`config.mk`:
```
export PLATFORM = sky130hd
export DESIGN_NAME = monitor_flag_gate
export DESIGN_NICKNAME = d
export VERILOG_FILES = /design/src/rtl/monitor_flag_gate_pkg.sv /design/src/rtl/fgm_mode_reg.sv /design/src/rtl/fgm_permit.sv /design/src/rtl/fgm_flag_store.sv /design/src/rtl/monitor_flag_gate.sv
export SDC_FILE = /design/constraint.sdc
export NUM_CORES = 1
export LEC_CHECK = 0
export ABC_AREA = 1
export BUFFER_PORTS_ARGS = -buffer_cell sky130_fd_sc_hd__buf_2
export CAP_MARGIN = 25
export CORE_MARGIN = 4
export CORE_UTILIZATION = 39
export DETAILED_ROUTE_END_ITERATION = 6
export HOLD_SLACK_MARGIN = 0.02
export MAX_ROUTING_LAYER = met4
export PLACE_DENSITY = 0.83
export SETUP_SLACK_MARGIN = 0.3
export SYNTH_ARGS = -nofsm -noshare
export SYNTH_HDL_FRONTEND = slang
export SYNTH_SLANG_ARGS = --single-unit
```
`constraint.sdc`:
```
create_clock -name clk -period 1.15 [get_ports clk]
set_clock_uncertainty 0.2 [all_clocks]
set_input_delay 0.115 -clock clk [delete_from_list [all_inputs] [get_ports clk]]
set_output_delay 0.115 -clock clk [all_outputs]
set_load 0.03 [all_outputs]
```
`src/rtl/monitor_flag_gate_pkg.sv`:
```
package monitor_flag_gate_pkg;
  localparam int NFLAG   = 9;
  localparam int PAR_W   = 2;
  localparam int F_MEM   = 0;
  localparam int F_EEXIT = 1;
  localparam int F_NEXIT = 2;
  localparam int F_PC    = 3;
  localparam int F_MCU   = 4;
  localparam int F_IO    = 5;

  typedef logic [NFLAG-1:0] flag_vec_t;

  function automatic flag_vec_t level2_block();
    flag_vec_t m;
    m = '0;
    m[F_NEXIT] = 1'b1;
    m[F_PC]    = 1'b1;
    m[F_MCU]   = 1'b1;
    m[F_IO]    = 1'b1;
    return m;
  endfunction

  function automatic flag_vec_t mem_only();
    flag_vec_t m;
    m = '0;
    m[F_MEM] = 1'b1;
    return m;
  endfunction

  // Permission mask for one cycle, from option strap and registered mode.
  function automatic flag_vec_t permit_mask(input logic opt, input logic mon,
                                            input logic lvl2, input logic ie,
                                            input logic par_any);
    flag_vec_t m;
    if (!opt) begin
      m = mon ? mem_only() : '1;
    end else if (!mon) begin
      m = ie ? '1 : '0;
    end else if (!lvl2) begin
      m = par_any ? mem_only() : '0;
    end else begin
      m = ~level2_block();
    end
    return m;
  endfunction
endpackage

```
`src/rtl/fgm_mode_reg.sv`:
```
module fgm_mode_reg
  import monitor_flag_gate_pkg::*;
(
  input  logic             clk,
  input  logic             rst_n,
  input  logic             hi_i,
  input  logic             lo_i,
  input  logic [PAR_W-1:0] par_i,
  output logic             hi_q,
  output logic             lo_q,
  output logic [PAR_W-1:0] par_q
);
  always_ff @(posedge clk) begin
    if (!rst_n) begin
      hi_q  <= 1'b0;
      lo_q  <= 1'b0;
      par_q <= '0;
    end else begin
      hi_q  <= hi_i;
      lo_q  <= lo_i;
      par_q <= par_i;
    end
  end
endmodule

```
`src/rtl/fgm_permit.sv`:
```
module fgm_permit
  import monitor_flag_gate_pkg::*;
(
  input  logic             opt_i,
  input  logic             mon_i,
  input  logic             lvl2_i,
  input  logic             ie_i,
  input  logic [PAR_W-1:0] par_i,
  input  logic             eexit_i,
  input  logic             nexit_i,
  output flag_vec_t        permit_o,
  output logic             forced_o
);
  assign permit_o = permit_mask(opt_i, mon_i, lvl2_i, ie_i, |par_i);
  assign forced_o = mon_i & (eexit_i | nexit_i);
endmodule

```
`src/rtl/fgm_flag_store.sv`:
```
module fgm_flag_store
  import monitor_flag_gate_pkg::*;
(
  input  logic      clk,
  input  logic      rst_n,
  input  flag_vec_t set_i,
  input  logic      clr_i,
  input  logic      forced_i,
  output flag_vec_t flags_q,
  output flag_vec_t fresh_o,
  output logic      xreq_q
);
  flag_vec_t flags_d;

  for (genvar i = 0; i < NFLAG; i++) begin : g_bit
    assign fresh_o[i] = set_i[i] & ~flags_q[i];
    assign flags_d[i] = set_i[i] | (flags_q[i] & ~clr_i);
  end

  always_ff @(posedge clk) begin
    if (!rst_n) begin
      flags_q <= '0;
      xreq_q  <= 1'b0;
    end else begin
      flags_q <= flags_d;
      xreq_q  <= (|fresh_o) | forced_i;
    end
  end
endmodule

```
`src/rtl/monitor_flag_gate.sv`:
```
module monitor_flag_gate
  import monitor_flag_gate_pkg::*;
(
  input  logic       clk,
  input  logic       rst_n,
  input  logic [8:0] cond_i,
  input  logic       mode_hi_i,
  input  logic       mode_lo_i,
  input  logic [1:0] par_mode_i,
  input  logic       int_en_i,
  input  logic       mon_opt_i,
  input  logic       err_exit_i,
  input  logic       norm_exit_i,
  input  logic       clr_flags_i,
  output logic [8:0] flags_o,
  output logic       xreq_o
);
  logic             mon_q;
  logic             lvl2_q;
  logic [PAR_W-1:0] par_q;
  flag_vec_t        permit_w;
  flag_vec_t        cond_w;
  flag_vec_t        set_w;
  flag_vec_t        fresh_w;
  logic             forced_w;
  logic             mon1_w;
  logic             mon2_w;

  fgm_mode_reg u_mode (
    .clk   (clk),
    .rst_n (rst_n),
    .hi_i  (mode_hi_i),
    .lo_i  (mode_lo_i),
    .par_i (par_mode_i),
    .hi_q  (mon_q),
    .lo_q  (lvl2_q),
    .par_q (par_q)
  );

  fgm_permit u_permit (
    .opt_i    (mon_opt_i),
    .mon_i    (mon_q),
    .lvl2_i   (lvl2_q),
    .ie_i     (int_en_i),
    .par_i    (par_q),
    .eexit_i  (err_exit_i),
    .nexit_i  (norm_exit_i),
    .permit_o (permit_w),
    .forced_o (forced_w)
  );

  always_comb begin
    cond_w          = cond_i;
    cond_w[F_EEXIT] = cond_i[F_EEXIT] | err_exit_i;
    cond_w[F_NEXIT] = cond_i[F_NEXIT] | norm_exit_i;
  end

  assign set_w  = cond_w & permit_w;
  assign mon1_w = mon_q & ~lvl2_q;
  assign mon2_w = mon_q & lvl2_q;

  fgm_flag_store u_store (
    .clk      (clk),
    .rst_n    (rst_n),
    .set_i    (set_w),
    .clr_i    (clr_flags_i),
    .forced_i (forced_w),
    .flags_q  (flags_o),
    .fresh_o  (fresh_w),
    .xreq_q   (xreq_o)
  );
endmodule

```
==> metrics.txt, run 1 <==
failing checks=negative hold slack, negative setup slack; Netlist cell types=16; run status=finished with violations; Synth top cells by count=nand2_1, inv_1, dfxtp_1, a21oi_1, nand3_1; Worst Hold Class=in2reg; Via Count=734; unrepaired setup endpoints after global routing=true; pin count of the biggest net entering global routing=10; Power Density=1200 mW/mm^2; final worst setup slack=-0.123 ns; end of the critical path=u_store.xreq_q; WL final=1800 um; Max-cap violations=0; global-route wire length before repair=2840 um; Gate Count Post-Synth=91; Worst VDD drop=833 uV; fillers=126; gp weighted congestion=0.781; clk_lat worst skew=0.28 ns; post-synthesis async set-or-reset flop share=0; port bufs=29; critical path launch point type=flop; Worst R2R Path Depth=9; GRT overflow=0; net count after synthesis=111; row cnt=14; CP max FO=6; fin nets=150; area share of the largest cell type after synthesis=0.442; die area=0.00234 mm^2; layout cells sized above 1=0.504; core box area=0.00152 mm^2; gr usage total=0.153; First-pass DRT Iterations=4; Ys Warns=0; setup_tns=-0.227 ns; area leader, netlist=dfxtp_1; WL/cell=12.4 um; Hold Slack=-0.185 ns; Synth Register Bits=14; Top FF cell, synth=dfxtp_1; Hold Violations, Final=12; count leader, synth=nand2_1; Mean Syn Cell Area=6.97 um^2; ANT cells=0; max-slew violations=0; Arrival @ worst endpoint=1.26 ns; Ports=30; starting density of the core=0.416; Area Overhead vs Synth=58.6%; Worst-Margin Slew=0.322 ns; period utilization=1.11; post-route DRC violation count=0; CP Capture Type=flop; CTS tree=done; Num CTS Buffers=3; WP data required=1.14 ns; slew margin rel.=0.784; final setup vio count=4; routed vias/inst=5.06; R2R Setup Slk=-0.12 ns; Area contributors post-synth=dfxtp_1, nand2_1, inv_1; Iter 0 DRT Violations=16; initial antenna violation count=0; H-tree depth=1; crit path launch=u_mode.hi_q; Worst Setup Path Type=reg2reg; Chip Width=48.3 um; Max Root-Sink Buffers=2; root buf cell=clkbuf_4; number of global-route vias before repair=698; Clk pin slew, worst setup/hold paths=0.08 ns; Clock Sink Count=14; f_max=0.786 GHz; RR Startpoint=u_mode.hi_q; Final Critical Period=1.27 ns; Seq/Total Area, Yosys=0.442; DPL Wire Length=1190 um; Antenna Nets Post-Route=0; die height=48.3 um; number of enable flip-flop cells after synthesis=0; Synth Cell Area=634 um^2; Crit Reg-Reg Endpoint=u_store.xreq_q; Pleak=0.507 nW
through the flow:
step	power, mW	area (um^2)	cells	utilization	setup slack [ns]
floorplan	0.705	657	91	-	-0.0205
finish	1.21	1010	145	0.660	-0.123
global placement	0.796	845	139	0.554	-0.113
detailed placement	0.802	845	139	0.554	-0.117
global route	1.27	1010	145	0.660	-0.196
CTS	1.20	991	145	0.650	-0.0964
flip-flops by register name, indices dropped and copies added, names as in the netlist:
signal,flops
u_store.xreq_q,1
u_store.flags_q,9
u_mode.par_q,2
u_mode.lo_q,1
u_mode.hi_q,1
final cells by class:
class | count | area (um^2) | share of cell area
multi-input combinational | 59 | 329 | 0.327
sequential | 14 | 298 | 0.296
timing repair buffer | 34 | 253 | 0.251
tap | 16 | 20.0 | 0.0199
inverter | 18 | 70.1 | 0.0697
clock buffer | 4 | 36.3 | 0.0361
power breakdown:
group / switching (mW) / total, mW / internal, mW
combinational: 0.171 / 0.311 / 0.140
clock: 0.156 / 0.348 / 0.193
sequential: 0.0277 / 0.548 / 0.520
what timing repair did:
item	CTS	global route
pin swaps	3	1
setup endpoints to repair	20	20
hold endpoints to repair	13	12
setup buffers	2	0
resized for setup	30	4
gates cloned	0	0
how the worst min path moves through the flow:
stage          depth (start not counted)     startpoint               to
2_1_floorplan                          2          rst_n      u_mode.hi_q
3_3_place_gp                           3  par_mode_i[0]  u_mode.par_q[0]
3_5_place_dp                           3      mode_hi_i      u_mode.hi_q
4_1_cts                                3      mode_hi_i      u_mode.hi_q
5_1_grt                                3  par_mode_i[0]  u_mode.par_q[0]
6_report                               3  par_mode_i[0]  u_mode.par_q[0]
logic make-up after synthesis:
logic type	after synthesis	synth area share
AND/OR/NAND/NOR	47	0.351
flip-flops	14	0.442
AO/OA/AOI/OAI	12	0.101
buffers and inverters	18	0.107
metal layers:
layer,wire length [um],share of wire,global-route usage
met4,28,0.016,0.0553
met1,724,0.40,0.169
met3,128,0.071,0.0491
met5,0,0,-
met2,913,0.51,0.254
critical path, cell delays in order, from the launching register on:
cell      delay (ns)
dfxtp_4         0.40
inv_4           0.06
nand2_4         0.06
nand2_4         0.07
nand3b_1        0.10
nand2_1         0.07
nor2_2          0.07
nand3_1         0.06
nand2_1         0.06
inv_1           0.03
placed cells by master, fill, tap and decap left out, types with 4 or more instances in the layout:
| cell type | instances |
|---|---|
| inv_1 | 15 |
| a21oi_2 | 4 |
| buf_6 | 12 |
| a21oi_1 | 5 |
| dfxtp_1 | 4 |
| buf_2 | 19 |
| dfxtp_2 | 8 |
| nand2_1 | 25 |
| nand3_1 | 4 |
No activity file was read; power rests on OpenSTA's default activity.
==> run 2, diff against run 1 <==
Settings changed: PLACE_DENSITY 0.83 to not set, PLACE_DENSITY_LB_ADDON set to 0.25.
==> run 2 against run 1 <==
Net effect: the run still ends with negative hold slack, negative setup slack left; maximum frequency shrank 3.0%; combinational power grew 6%; critical path depth is the same; power shrank 3.2%.
==> metrics.txt, run 2 (same netlist as run 1, synthesis figures left out) <==
setup_tns=-0.411 ns (was -0.227 ns); First-pass DRT Iterations=4 (unchanged); met1 usage=0.161 (was 0.169); fillers=121 (was 126); run status=finished with violations (unchanged); CP Capture Type=flop (unchanged); Max-cap violations=0 (unchanged); WL final=1790 um (was 1800 um); WP data required=1.13 ns (was 1.14 ns); layout cells sized above 1=0.545 (was 0.504); critical path launch point type=flop (unchanged); combinational share of power=0.281 (was 0.258); pre-CTS setup slack=-0.130 ns (was -0.117 ns); Clk pwr share=0.251 (was 0.288); Pleak=0.516 nW (was 0.507 nW); post-route DRC violation count=0 (unchanged); Arrival @ worst endpoint=1.29 ns (was 1.26 ns); switching part of the total=0.310 (was 0.293); max reg flops=9 (unchanged); ANT cells=0 (unchanged); DPL Wire Length=1120 um (was 1190 um); Antenna Nets Post-Route=0 (unchanged); Num CTS Buffers=3 (unchanged); routed vias/inst=4.85 (was 5.06); biggest registers after layout=u_store.flags_q: 9 flops, u_mode.par_q: 2 flops (unchanged); fin nets=153 (was 150); GR peak layer=met2 (unchanged); Final Cell Area=0.00103 mm^2 (was 0.00101 mm^2); Max Root-Sink Buffers=2 (unchanged); CTS tree=done (unchanged); crit path launch=u_mode.hi_q (unchanged); CP max FO=6 (unchanged); GR Util met2=0.220 (was 0.254); Power Density=1140 mW/mm^2 (was 1200 mW/mm^2); core box area=0.00152 mm^2 (unchanged); placed inst area=852 um^2 (was 845 um^2); area occupied by multi-input gates=337 um^2 (was 329 um^2); Reg power frac=0.468 (was 0.454); worst hold start=par_mode_i[0] (unchanged); row cnt=14 (unchanged); die height=48.3 um (unchanged); failing checks=negative hold slack, negative setup slack (unchanged); number of global-route vias before repair=588 (was 698); Worst Hold Class=in2reg (unchanged); commonest non-fill, non-tap cell in the layout=nand2_1 (unchanged); max-slew violations=0 (unchanged); slew margin rel.=0.785 (was 0.784); Largest Register=u_store.flags_q (unchanged); Iter 0 DRT Violations=23 (was 16); Hold Slack=-0.189 ns (was -0.185 ns); final setup vio count=7 (was 4); Clock Sink Count=14 (unchanged); gr usage total=0.137 (was 0.153); root buf cell=clkbuf_4 (unchanged); period utilization=1.14 (was 1.11); gp weighted congestion=0.779 (was 0.781); cell-internal power=0.806 mW (was 0.853 mW); clk_lat worst skew=0.28 ns (about the same); Worst-Margin Slew=0.320 ns (was 0.322 ns); Clk pin slew, worst setup/hold paths=0.09 ns (was 0.08 ns); H-tree depth=1 (unchanged); GRT overflow=0 (unchanged); Via Count=718 (was 734); Hold Violations, Final=12 (unchanged); met3 Resource Use GR=0.0368 (was 0.0491); WL/cell=12.1 um (was 12.4 um); RR Startpoint=u_mode.hi_q (unchanged); Final Core Density=0.674 (was 0.660); Worst VDD drop=903 uV (was 833 uV); register area=298 um^2 (unchanged); most frequent cells in the layout=nand2_1, buf_2, inv_1 (unchanged); Final Critical Period=1.31 ns (was 1.27 ns); initial antenna violation count=0 (unchanged); f_max=0.762 GHz (was 0.786 GHz); global-route wire length before repair=2580 um (was 2840 um); pin count of the biggest net entering global routing=10 (unchanged); Ports=30 (unchanged); unrepaired setup endpoints after global routing=true (unchanged); final worst setup slack=-0.162 ns (was -0.123 ns); Worst Setup Path Type=reg2reg (unchanged); Sw Pwr=0.362 mW (was 0.354 mW); starting density of the core=0.416 (unchanged); Area Overhead vs Synth=61.9% (was 58.6%); port bufs=29 (unchanged); die area=0.00234 mm^2 (unchanged); Chip Width=48.3 um (unchanged)
[run 2: cell count changes in the layout (fill, tap and decap cells not counted), moves of 2 or more]
cell and change:
nand2_2 +4, nand2_1 -3, buf_4 +2, o21ai_2 +2
[run 2: through the flow]
step	total power, mW	cells
2_1_floorplan	0.705	91
3_3_place_gp	0.799	140
3_5_place_dp	0.802	140
4_1_cts	1.14	146
5_1_grt	1.24	148
6_report	1.17	148
[run 2: cell type report]
class	instances	share of cell area
clock buffer	4	0.0256
inverter	18	0.0658
multi-input combinational	59	0.328
timing repair buffer	37	0.272
sequential	14	0.290
tap	16	0.0195
[run 2: power groups by stage]
stage / registers, mW / logic [mW] / clock network [mW]
5_1_grt: 0.551 / 0.354 / 0.334
4_1_cts: 0.545 / 0.289 / 0.307
2_1_floorplan: 0.600 / 0.104 / 0
3_3_place_gp: 0.551 / 0.248 / 0
6_report: 0.546 / 0.329 / 0.293
3_5_place_dp: 0.551 / 0.251 / 0
[run 2: path summary, 6_finish.rpt]
| check | endpoint | slack, ns | depth (start not counted) |
|---|---|---|---|
| worst max-delay path | u_store.xreq_q | -0.16 | 9 |
| worst min register to register | u_store.flags_q[8] | 0.28 | 2 |
| worst max register to register | u_store.xreq_q | -0.16 | 9 |
| worst min-delay path | u_mode.par_q[0] | -0.19 | 3 |
[run 2: critical path, stage by stage, from the launching register on]
cell,delay [ns]
dfxtp_4,0.38
inv_2,0.07
nand2_2,0.08
nand2_4,0.07
nand3b_1,0.09
nand2_1,0.06
nor2_2,0.08
nand3_1,0.07
nand2_1,0.08
inv_1,0.04
[run 2: per-layer routing]
layer  share of wire  up-vias
li1                -      366
met1            0.40      317
met2            0.51       31
met3           0.071        4
met4           0.015        0
met5               0        -
[run 2: timing repair]
action / 4_1_cts / 5_1_grt
resized for setup: 22 / 17
buffers inserted: 2 / 2
hold endpoints to repair: 14 / 13
setup endpoints to repair: 20 / 20
pin swaps: 1 / 4
gates cloned: 0 / 0
==> run 3, diff against run 2 <==
Settings changed: ABC_AREA 1 to not set, CAP_MARGIN 25 to not set, CORE_MARGIN 4 to 5, CORE_UTILIZATION 39 to 38.
==> run 3 against run 2 <==
Net effect: synthesized area decreased by 7.1%; global-route usage decreased by 0.64 points; the run still ends with negative hold slack, negative setup slack left; clock power decreased by 3%; cell count decreased by 16%; count of clock-buffer cells in the layout unchanged; first-iteration DRC count decreased by 61%; power decreased by 4.5%; combinational power decreased by 13%.
==> metrics.txt, run 3 <==
area share of the largest cell type after synthesis=0.476 (was 0.442); placed cell count=119 (was 140); Gate Count Post-Synth=70 (was 91); CP bufs+invs=0 (was 2); layout cells sized above 1=0.560 (was 0.545); Ys Warns=0 (unchanged); final setup vio count=8 (was 7); gp weighted congestion=0.694 (was 0.779); Arrival @ worst endpoint=1.30 ns (was 1.29 ns); Area Overhead vs Synth=64.8% (was 61.9%); Max-cap violations=0 (unchanged); max reg flops=9 (unchanged); Netlist cell types=18 (was 16); clk_lat worst skew=0.27 ns (was 0.28 ns); failing checks=negative hold slack, negative setup slack (unchanged); non-filler cells, final=125 (was 148); First-pass DRT Iterations=4 (unchanged); H-tree depth=1 (unchanged); Worst-Margin Slew=0.364 ns (was 0.320 ns); fin nets=130 (was 153); GRT overflow=0 (unchanged); Reg power frac=0.489 (was 0.468); DPL Wire Length=1100 um (was 1120 um); CP Capture Type=flop (unchanged); port bufs=29 (unchanged); Final Cell Area=971 um^2 (was 0.00103 mm^2); number of enable flip-flop cells after synthesis=0 (unchanged); pin count of the biggest net entering global routing=10 (unchanged); WL/cell=11.9 um (was 12.1 um); starting density of the core=0.396 (was 0.416); Chip Width=49.4 um (was 48.3 um); Seq/Total Area, Yosys=0.476 (was 0.442); Final Critical Period=1.30 ns (was 1.31 ns); biggest registers after layout=u_store.flags_q: 9 flops, u_mode.par_q: 2 flops (unchanged); global-route wire length before repair=2430 um (was 2580 um); core box area=0.00149 mm^2 (was 0.00152 mm^2); ANT cells=0 (unchanged); crit-path max cell delay=0.35 ns (was 0.38 ns); die area=0.00244 mm^2 (was 0.00234 mm^2); switching part of the total=0.286 (was 0.310); end of the critical path=u_store.xreq_q (unchanged); f_max=0.768 GHz (was 0.762 GHz); die height=49.4 um (was 48.3 um); Synth top cells by count=dfxtp_1, nor2_1, a21oi_1, nor2b_1, inv_1 (was nand2_1, inv_1, dfxtp_1, a21oi_1, nand3_1); gr usage total=0.131 (was 0.137); Crit path depth=3 (was 9); fillers=137 (was 121); cell-internal power=0.797 mW (was 0.806 mW); net count after synthesis=90 (was 111); unrepaired setup endpoints after global routing=true (unchanged); Antenna Nets Post-Route=0 (unchanged); Num CTS Buffers=3 (unchanged); Ports=30 (unchanged); Synth Cell Area=589 um^2 (was 634 um^2); root buf cell=clkbuf_4 (unchanged); most frequent cells in the layout=buf_2, buf_6, nor2_1 (was nand2_1, buf_2, inv_1); number of global-route vias before repair=578 (was 588); WL final=1490 um (was 1790 um); post-route DRC violation count=0 (unchanged); placed inst area=815 um^2 (was 852 um^2); Clk pwr share=0.255 (was 0.251); period utilization=1.13 (was 1.14); Clock Sink Count=14 (unchanged); Mean Syn Cell Area=8.42 um^2 (was 6.97 um^2); row cnt=14 (unchanged); Power Density=1150 mW/mm^2 (was 1140 mW/mm^2); critical path launch point type=flop (unchanged); Crit path max-delay family=compound AO/OA/AOI/OAI gates (was simple AND/OR/NAND/NOR gates); Max Root-Sink Buffers=2 (unchanged); Iter 0 DRT Violations=9 (was 23); R2R Setup Slk=-0.15 ns (was -0.16 ns); max-slew violations=0 (unchanged); Top FF cell, synth=dfxtp_1 (unchanged); final worst setup slack=-0.152 ns (was -0.162 ns); Area contributors post-synth=dfxtp_1, nor2b_1, nor2_1 (was dfxtp_1, nand2_1, inv_1); run status=finished with violations (unchanged); initial antenna violation count=0 (unchanged); Sw Pwr=0.319 mW (was 0.362 mW); combinational share of power=0.256 (was 0.281); crit path cell chain=a311o_1 -> or2_1 -> a41oi_2 (was inv_2 -> nand2_2 -> nand2_4 -> nand3b_1 -> nand2_1 -> nor2_2 -> nand3_1 -> nand2_1 -> inv_1); Worst Hold Class=in2reg (unchanged); routed vias/inst=4.96 (was 4.85); crit path launch=u_mode.hi_q (unchanged); Via Count=620 (was 718); Hold Slack=-0.161 ns (was -0.189 ns); Worst VDD drop=608 uV (was 903 uV); Worst Setup Path Type=reg2reg (unchanged); Synth Register Bits=14 (unchanged); post-synthesis async set-or-reset flop share=0 (unchanged); Hold Violations, Final=12 (unchanged); Largest Register=u_store.flags_q (unchanged); CTS tree=done (unchanged); area leader, netlist=dfxtp_1 (unchanged); Worst R2R Path Depth=3 (was 9); Clk pin slew, worst setup/hold paths=0.08 ns (was 0.09 ns); slew margin rel.=0.757 (was 0.785); Crit Reg-Reg Endpoint=u_store.xreq_q (unchanged); WP data required=1.15 ns (was 1.13 ns); RR Startpoint=u_mode.hi_q (unchanged); commonest non-fill, non-tap cell in the layout=buf_2 (was nand2_1); Pleak=0.430 nW (was 0.516 nW); CP max FO=4 (was 6); Slowest-stage cell, CP=dfxtp_2 (was dfxtp_4); count leader, synth=dfxtp_1 (was nand2_1)
-- run 3: cell types whose count changed after synthesis, moves of 2 or more --
cell / previous run / this run
and2_1: 0 / 5
inv_1: 16 / 6
nand2_1: 25 / 0
nand2_2: 3 / 0
nand2b_1: 0 / 4
nand3_1: 7 / 1
nand4_1: 3 / 0
nor2_1: 2 / 11
nor2_2: 2 / 0
nor2b_1: 0 / 7
o21ai_1: 0 / 2
o221ai_1: 0 / 2
or2_2: 2 / 0
-- run 3: cells by family after synthesis --
group / Yosys count / synth area share
AO/OA/AOI/OAI: 18 / 0.200
flip-flops: 14 / 0.476
buffers and inverters: 7 / 0.0446
AND/OR/NAND/NOR: 31 / 0.280
-- run 3: layout make-up --
type                            instances  area, um^2  area share
Multi-Input combinational cell         49         338       0.348
Sequential cell                        14         304       0.313
Timing Repair Buffer                   35         256       0.264
Clock buffer                            4        26.3      0.0271
Inverter                                7        26.3      0.0271
Tap cell                               16        20.0      0.0206
-- run 3: repair_timing --
item,4_1_cts,5_1_grt
setup buffers,2,0
pin swaps,4,2
cloned,0,0
resized for setup,31,2
setup endpoints to repair,20,20
endpoints found under the hold margin,13,12
-- run 3: power by group through the flow --
stage	Combinational (mW)	Sequential, mW	Clock (mW)
6_report	0.285	0.546	0.284
5_1_grt	0.308	0.551	0.321
4_1_cts	0.284	0.545	0.298
3_5_place_dp	0.228	0.548	0
3_3_place_gp	0.226	0.547	0
2_1_floorplan	0.0816	0.600	0
-- run 3: worst register-to-register path, cell delays in order, from the launching register on --
cell	delay, ns
dfxtp_2	0.35
a311o_1	0.35
or2_1	0.22
a41oi_2	0.11
-- run 3: through the flow --
step	setup TNS [ns]	total power [mW]	util	setup WS, ns
2_1_floorplan	-0.148	0.681	-	-0.148
3_3_place_gp	-0.589	0.774	0.547	-0.174
3_5_place_dp	-0.684	0.777	0.547	-0.180
4_1_cts	-0.504	1.13	0.646	-0.152
5_1_grt	-0.987	1.18	0.652	-0.205
6_report	-0.521	1.12	0.652	-0.152
-- run 3: metal layers --
metal | GRT usage | up-vias | share of wire
met5 | - | - | 0
met4 | 0.0262 | 0 | 0.0054
met3 | 0.0581 | 2 | 0.068
met2 | 0.227 | 15 | 0.54
met1 | 0.135 | 289 | 0.39
li1 | - | 314 | -
-- run 3: worst min-delay path by stage --
stage / start / endpoint / slack (ns) / cells past startpoint
3_5_place_dp: par_mode_i[0] / u_mode.par_q[0] / 0.12 / 2
4_1_cts: par_mode_i[0] / u_mode.par_q[0] / -0.17 / 2
3_3_place_gp: par_mode_i[0] / u_mode.par_q[0] / 0.12 / 2
5_1_grt: par_mode_i[1] / u_mode.par_q[1] / -0.17 / 2
6_report: par_mode_i[0] / u_mode.par_q[0] / -0.16 / 2
2_1_floorplan: rst_n / u_mode.hi_q / 0.04 / 1
